## src/rtl/nps_pkg.sv

```systemverilog
package nps_pkg;
  typedef enum logic {
    ISA_W32 = 1'b0,
    ISA_C16 = 1'b1
  } isa_e;

  typedef enum logic [1:0] {
    SEL_HOLD = 2'd0,
    SEL_SEQ  = 2'd1,
    SEL_TGT  = 2'd2,
    SEL_EXC  = 2'd3
  } pc_sel_e;
endpackage

```

## src/rtl/nps_select.sv

```systemverilog
module nps_select
  import nps_pkg::*;
(
  input  logic    slot_adv,
  input  logic    br_taken,
  input  logic    exc_req,
  input  logic    pending,
  output pc_sel_e sel,
  output logic    arm
);
  always_comb begin
    if (exc_req)       sel = SEL_EXC;
    else if (!slot_adv) sel = SEL_HOLD;
    else if (pending)  sel = SEL_TGT;
    else               sel = SEL_SEQ;
  end

  // only a sequential slot (not a delay slot) may record a branch
  assign arm = (sel == SEL_SEQ) && br_taken;
endmodule

```

## src/rtl/nps_pending.sv

```systemverilog
module nps_pending #(
  parameter int ADDR_W = 32
) (
  input  logic              clk,
  input  logic              rst_n,
  input  logic              arm,
  input  logic              consume,
  input  logic [ADDR_W-1:0] target_in,
  output logic              pending,
  output logic [ADDR_W-1:0] target_q
);
  always_ff @(posedge clk) begin
    if (!rst_n) begin
      pending  <= 1'b0;
      target_q <= '0;
    end else if (arm) begin
      pending  <= 1'b1;
      target_q <= target_in;
    end else if (consume) begin
      pending  <= 1'b0;
    end
  end
endmodule

```

## src/rtl/nps_pc_reg.sv

```systemverilog
module nps_pc_reg
  import nps_pkg::*;
#(
  parameter int              ADDR_W    = 32,
  parameter logic [ADDR_W-1:0] RESET_VEC = 32'hBFC0_0000
) (
  input  logic              clk,
  input  logic              rst_n,
  input  pc_sel_e           sel,
  input  logic [ADDR_W-1:0] target,
  input  logic [ADDR_W-1:0] vector,
  output logic [ADDR_W-1:0] pc_q,
  output isa_e              mode_q,
  output logic [ADDR_W-1:0] link,
  output logic [ADDR_W-1:0] restart
);
  localparam logic [ADDR_W-1:0] STEP_W = ADDR_W'(4);
  localparam logic [ADDR_W-1:0] STEP_C = ADDR_W'(2);

  function automatic logic [ADDR_W-1:0] step_of(input isa_e m);
    return (m == ISA_C16) ? STEP_C : STEP_W;
  endfunction

  function automatic logic [ADDR_W-1:0] aligned(input logic [ADDR_W-1:0] a);
    return {a[ADDR_W-1:1], 1'b0};
  endfunction

  function automatic logic [ADDR_W-1:0] tag_mode(input logic [ADDR_W-1:0] a, input isa_e m);
    return {a[ADDR_W-1:1], logic'(m)};
  endfunction

  always_ff @(posedge clk) begin
    if (!rst_n) begin
      pc_q   <= aligned(RESET_VEC);
      mode_q <= ISA_W32;
    end else begin
      unique case (sel)
        SEL_EXC: begin
          pc_q   <= aligned(vector);
          mode_q <= isa_e'(vector[0]);
        end
        SEL_TGT: begin
          pc_q   <= aligned(target);
          mode_q <= isa_e'(target[0]);
        end
        SEL_SEQ: pc_q <= pc_q + step_of(mode_q);
        default: ;
      endcase
    end
  end

  // return past the delay slot, which runs in the same mode
  assign link    = tag_mode(pc_q + (step_of(mode_q) << 1), mode_q);
  assign restart = tag_mode(pc_q, mode_q);
endmodule

```

## src/rtl/nextpc_seq.sv

```systemverilog
module nextpc_seq
  import nps_pkg::*;
#(
  parameter int              ADDR_W    = 32,
  parameter logic [ADDR_W-1:0] RESET_VEC = 32'hBFC0_0000
) (
  input  logic              clk,
  input  logic              rst_n,
  input  logic              slot_adv,
  input  logic              br_taken,
  input  logic [ADDR_W-1:0] br_target,
  input  logic              exc_req,
  input  logic [ADDR_W-1:0] exc_vector,
  output logic [ADDR_W-1:0] pc,
  output logic              isa_mode,
  output logic [ADDR_W-1:0] link_addr,
  output logic [ADDR_W-1:0] exc_restart
);
  pc_sel_e           pc_sel;
  logic              branch_arm;
  logic              branch_pending;
  logic              branch_consume;
  logic [ADDR_W-1:0] branch_target_q;
  isa_e              mode_q;

  nps_select u_sel (
    .slot_adv (slot_adv),
    .br_taken (br_taken),
    .exc_req  (exc_req),
    .pending  (branch_pending),
    .sel      (pc_sel),
    .arm      (branch_arm)
  );

  assign branch_consume = (pc_sel == SEL_TGT) || (pc_sel == SEL_EXC);

  nps_pending #(.ADDR_W(ADDR_W)) u_pend (
    .clk       (clk),
    .rst_n     (rst_n),
    .arm       (branch_arm),
    .consume   (branch_consume),
    .target_in (br_target),
    .pending   (branch_pending),
    .target_q  (branch_target_q)
  );

  nps_pc_reg #(.ADDR_W(ADDR_W), .RESET_VEC(RESET_VEC)) u_pc (
    .clk     (clk),
    .rst_n   (rst_n),
    .sel     (pc_sel),
    .target  (branch_target_q),
    .vector  (exc_vector),
    .pc_q    (pc),
    .mode_q  (mode_q),
    .link    (link_addr),
    .restart (exc_restart)
  );

  assign isa_mode = logic'(mode_q);
endmodule

```

## config.mk

```make
export PLATFORM = sky130hd
export DESIGN_NAME = nextpc_seq
export DESIGN_NICKNAME = d
export VERILOG_FILES = /design/src/rtl/nps_pkg.sv /design/src/rtl/nps_select.sv /design/src/rtl/nps_pending.sv /design/src/rtl/nps_pc_reg.sv /design/src/rtl/nextpc_seq.sv
export SDC_FILE = /design/constraint.sdc
export NUM_CORES = 1
export LEC_CHECK = 0
export ABC_AREA = 0
export CORE_AREA = 2 2 141 116
export DETAILED_ROUTE_END_ITERATION = 7
export DIE_AREA = 0 0 143 118
export GPL_TIMING_DRIVEN = 0
export MAX_ROUTING_LAYER = met4
export SLEW_MARGIN = 10
export SYNTH_ARGS = -nofsm -noshare
export SYNTH_HDL_FRONTEND = slang
export SYNTH_SLANG_ARGS = --single-unit
```

## constraint.sdc

```tcl
create_clock -name clk -period 3.75 [get_ports clk]
set_input_delay 0.5625 -clock clk [delete_from_list [all_inputs] [get_ports clk]]
set_output_delay 0.5625 -clock clk [all_outputs]
set_load 0.05 [all_outputs]
```

* Word level (Yosys, flattened, before mapping)
Index checks and enable logic that the tools add are counted.
Storage, ports and cells: bits in registers 66, output and inout port bits 97, logic and storage cells 22
Cells by class: $add $sub $neg 2, eq/ne operators 3, muxes and demuxes 8, reductions and logical operators 5
Operators with widths (count):
- 32-bit one-hot mux with 3 select lines | 1
- 32-bit adder | 2
- 2-bit two-way mux | 3
- 2-bit equality test, second input constant | 2
- 2-bit nonzero test | 2
- 3-bit two-way mux | 1
- 3-bit nonzero test | 1
- 2-bit by 1-bit equality test with 1-bit output, second input constant | 1
- 1-bit two-way mux | 2
- 1-bit one-hot mux with 2 select lines | 1
- 1-bit logical AND | 1
- 1-bit logical OR | 1

* Longest topological paths before layout
Gate-level depths: netlist of the first run.
word-level depth 7, gate-level depth with buffers 9

* Cells and area by module
From an unflattened synthesis of the first run, not the netlist that was laid out.
Second synthesis, totals: cell total of the unflattened synthesis 543, area, all modules 4625.7 sq um
Modules (own cells, without submodules):
- nps_pc_reg | times used 1, cells each 432, area each 3310.7 sq um
- nps_pending | times used 1, cells each 106, area each 1277.5 sq um
- nps_select | times used 1, cells each 4, area each 33.8 sq um
- nextpc_seq | times used 1, cells each 1, area each 3.8 sq um

* Worst setup path after synthesis of the first run
Ideal clock, no wire load.
kind register to output, from register u_pc.mode_q, to output link_addr[22], arrival time 2994 ps, required time 3188 ps, slack 194 ps, cell stages (with the launch flop) 7, path buffers 0, path through dfxtp_1 ha_1 fa_1 nand3_1 nor4_1 nand3_1 xnor2_1
Between the ends: cells in the longest elaborated chain, start to end 2
RTL lines:
- start, declared | line nps_pc_reg.sv:13 | output isa_e mode_q,
- start signal, assigned | line nps_pc_reg.sv:40 | mode_q <= isa_e'(vector[0]);
- start signal, assigned | line nps_pc_reg.sv:44 | mode_q <= isa_e'(target[0]);
- 3-bit two-way mux | line nps_pc_reg.sv:21 | return (m == ISA_C16) ? STEP_C : STEP_W;
- 32-bit adder | line nps_pc_reg.sv:53 | assign link = tag_mode(pc_q + (step_of(mode_q) << 1), mode_q);
- end, declared | line nextpc_seq.sv:16 | output logic [ADDR_W-1:0] link_addr,
No other way between the ends.

* Final worst setup path of the first run
from register u_pc.mode_q, to output link_addr[23]
The elaborated chain is that of the path after synthesis.

==> reports/results.ini, run 1 <==
[power_and_ir_drop]
finalPower_w=0.00286
p_leak_nw=2.62
irDropWorstVdd_v=0.000224
powerDensity_nw_per_um2=422

[yosys]
synth_area_leader_cell=dfxtp_1
synth.distinct_cells=57
ys_dominant_reg_cell=dfxtp_1
ys_warn_count=0
netlist_area_sq_um=4550
yosys.area.top_type_share=0.286
syn_avg_cell_area_sq_um=7.46
synthTopCellsByArea=dfxtp_1 (29%), nand2_1 (8.6%), buf_4 (5.8%), xnor2_1 (4.2%), a21oi_1 (4.0%)
ys_seq_elements=65
async_flop_share=0
yosysSeqAreaShare=0.286
synth_edf_count=0
syn-num-nets=688
synthCells=609

[critical_path]
crit_arrival_ps=3060
start_kind=register
path_cells=inv_1 > ha_1 > a21oi_1 > nor2b_1 > nand2_1 > nor2_1 > xor2_1 > clkdlybuf4s50_1
r2r_start=u_pc.pc_q[1]
r2r_cells=9
path_delay_family=buffers and inverters
critPathMaxFanout=8
path_depth=8
cp-endpoint=link_addr[23]
cp-end-kind=primary output
r2r_end=u_pc.pc_q[27]
max_stage_delay_ps=830
reg2reg_slack_ps=760
critPathKind=register to primary output
required_ps=3190
critPathSlowestCell=clkdlybuf4s50_1
critPathBufInv=2
crit_start=u_pc.mode_q

[clocking]
h-tree-depth=3
cts_root_buf=clkbuf_16
insertion_delay_ps=340
cts_buffer_depth=2
clk_pin_slew_ps=60
cts_setup_buffers=0
clock-sinks=65
cts_buffers=9
cts_tree=done

[sta]
grt_setup_unrepaired=no
fmax_mhz=276
finalHoldViolCount=0
period_share=0.965
final.setup_skew_ps=7.18
drv_slew=0
fin_crit_ps=3620
setup_violations=0
tightest_slew_ps=847
slew-limit-headroom=0.430

[hold_path]
hold_class=register to register

[placement]
io_buffers=163
place_congestion=0.896
placed_area_sq_um=6450
dpl.hpwl_um=13600

[floorplanning]
core-area_sq_um=15400
num_rows=41
num_io_pins=166
dieArea_sq_um=16900
start_util=0.294
die_w_um=143
die_h_um=118

[global_route]
antenna_found_initial=0
grt_usage=0.211
grt-ovfl-total=0
grt_pass1_wl_um=26900
grt_max_degree=12
grt_pass1_vias=4779

[outcome]
status=finished, final reports clean

[detailed_routing]
avgRoutedWirePerCell_um=17.4
wirelength_um=17500
ant_nets=0
drtIter0Drc=381
route.vias.total=5024
drtPass1Iterations=5
vias_per_cell=5.01
drc_errors=0

[cells_and_area]
layout_commonest_cell=clkdlybuf4s50_1
layout_common_cells=clkdlybuf4s50_1 (146), nand2_1 (104), dfxtp_1 (64), clkbuf_1 (47), a21oi_1 (36)
final_nets=862
finish.instance_area_sq_um=6780
area_delta_synth_final_pct=49.1
layout-drive-gt1-share=0.0850
regArea_sq_um=1300
diodes=0
nFillCells=1608
multiInputGateArea_sq_um=2740

[job]
maxCapViolations=0

-- registers in the layout (all words and copies together) (netlist names) --
signal / count
u_pc.mode_q: 1
u_pend.pending: 1
u_pend.target_q: 32
u_pc.pc_q: 31
-- cell usage after synthesis (2+ instances only) --
cell       instances
o31a_1             2
a21oi_1           36
and4_1             3
nor2_1            34
nor2b_1            3
a21o_1             2
nand3_1           24
inv_1             15
nand3b_1           2
or4_1              2
a22o_1             4
nand2b_1           2
nand4_1           17
nor3_1            14
buf_4             35
and2_1             6
nand2_1          104
buf_2              5
o31ai_1            2
o211ai_1           9
buf_1              2
xor2_1            18
o2111ai_1          2
ha_1               8
o21ai_0           24
fa_1               2
dfxtp_1           65
xnor2_1           22
clkbuf_1          46
or3_1              2
a32o_1             2
a221oi_1          12
mux2i_1            6
o221ai_1          14
and3_1             8
nor4_1             6
a31oi_1            8
a21boi_0          22
-- metrics by stage --
step | hold WS [ps] | util | cells | TNS, ps | setup slack, ps
2_1_floorplan | 432 | - | 609 | 0 | 194
3_3_place_gp | 444 | 0.417 | 987 | -733 | -165
3_5_place_dp | 453 | 0.417 | 987 | -859 | -188
4_1_cts | 462 | 0.438 | 1003 | 0 | 12.8
5_1_grt | 473 | 0.439 | 1003 | 0 | 6.41
6_report | 463 | 0.439 | 1003 | 0 | 132
-- power by group --
part	switching [W]	leakage (nW)	internal, W
registers	0.0000735	0.535	0.000746
logic	0.000755	1.95	0.000427
clock network	0.000327	0.135	0.000533
total	0.00116	2.62	0.00171
-- worst min-delay path by stage --
stage | from | endpoint | slack (ps) | cells after the start
4_1_cts | u_pend.target_q[27] | u_pend.target_q[27] | 460 | 2
3_3_place_gp | u_pend.target_q[22] | u_pend.target_q[22] | 440 | 2
2_1_floorplan | u_pend.target_q[24] | u_pend.target_q[24] | 430 | 2
3_5_place_dp | u_pend.target_q[27] | u_pend.target_q[27] | 450 | 2
6_report | u_pend.target_q[27] | u_pend.target_q[27] | 460 | 2
5_1_grt | u_pend.target_q[27] | u_pend.target_q[27] | 470 | 2
-- what timing repair did --
action,CTS,global route
cloned,0,0
hold buffers,0,0
gates resized for setup,17,11
setup endpoints to repair,20,8
-- worst reg2reg max path, stage by stage, from the launching register on --
cell	delay, ps
dfxtp_1	460
ha_1	270
inv_1	70
fa_1	420
nand3b_1	360
or3_1	390
clkbuf_1	220
nor3_1	360
a21oi_1	120
o22a_1	200
-- cell type report --
class                      count  area share
multi-input combinational    439       0.404
tap                          215      0.0397
timing repair buffer         163       0.241
clock buffer                  12      0.0364
inverter                      16     0.00886
buffer                        89      0.0700
clock inverter                 4     0.00775
sequential                    65       0.192
-- cells by family after synthesis --
kind of cell / synth area share
simple gates: 0.251
compound gates: 0.224
buf+inv: 0.117
flops: 0.286
xor+xnor: 0.0771
fa+ha+maj: 0.0308
mux: 0.0132
other cells: 0.000825
-- routing by layer --
layer	vias up	GRT usage	wire length, um
li1	2472	-	-
met1	2309	0.308	8610
met2	226	0.300	7210
met4	0	0.0446	203
met3	17	0.0427	1430
met5	-	-	0
Power figures use the tool's default switching activity.
==> inputs of run 2 (changes only) <==
- ABC_CLOCK_PERIOD_IN_PS: default -> 3750
==> results of run 2 <==
The final DEF is identical to that of run 1; final timing and power are the same.
==> inputs of run 3 (changes only) <==
- SLEW_MARGIN: 10 -> 5
==> results of run 3 <==
The final DEF is identical to that of run 1; final timing and power are the same.
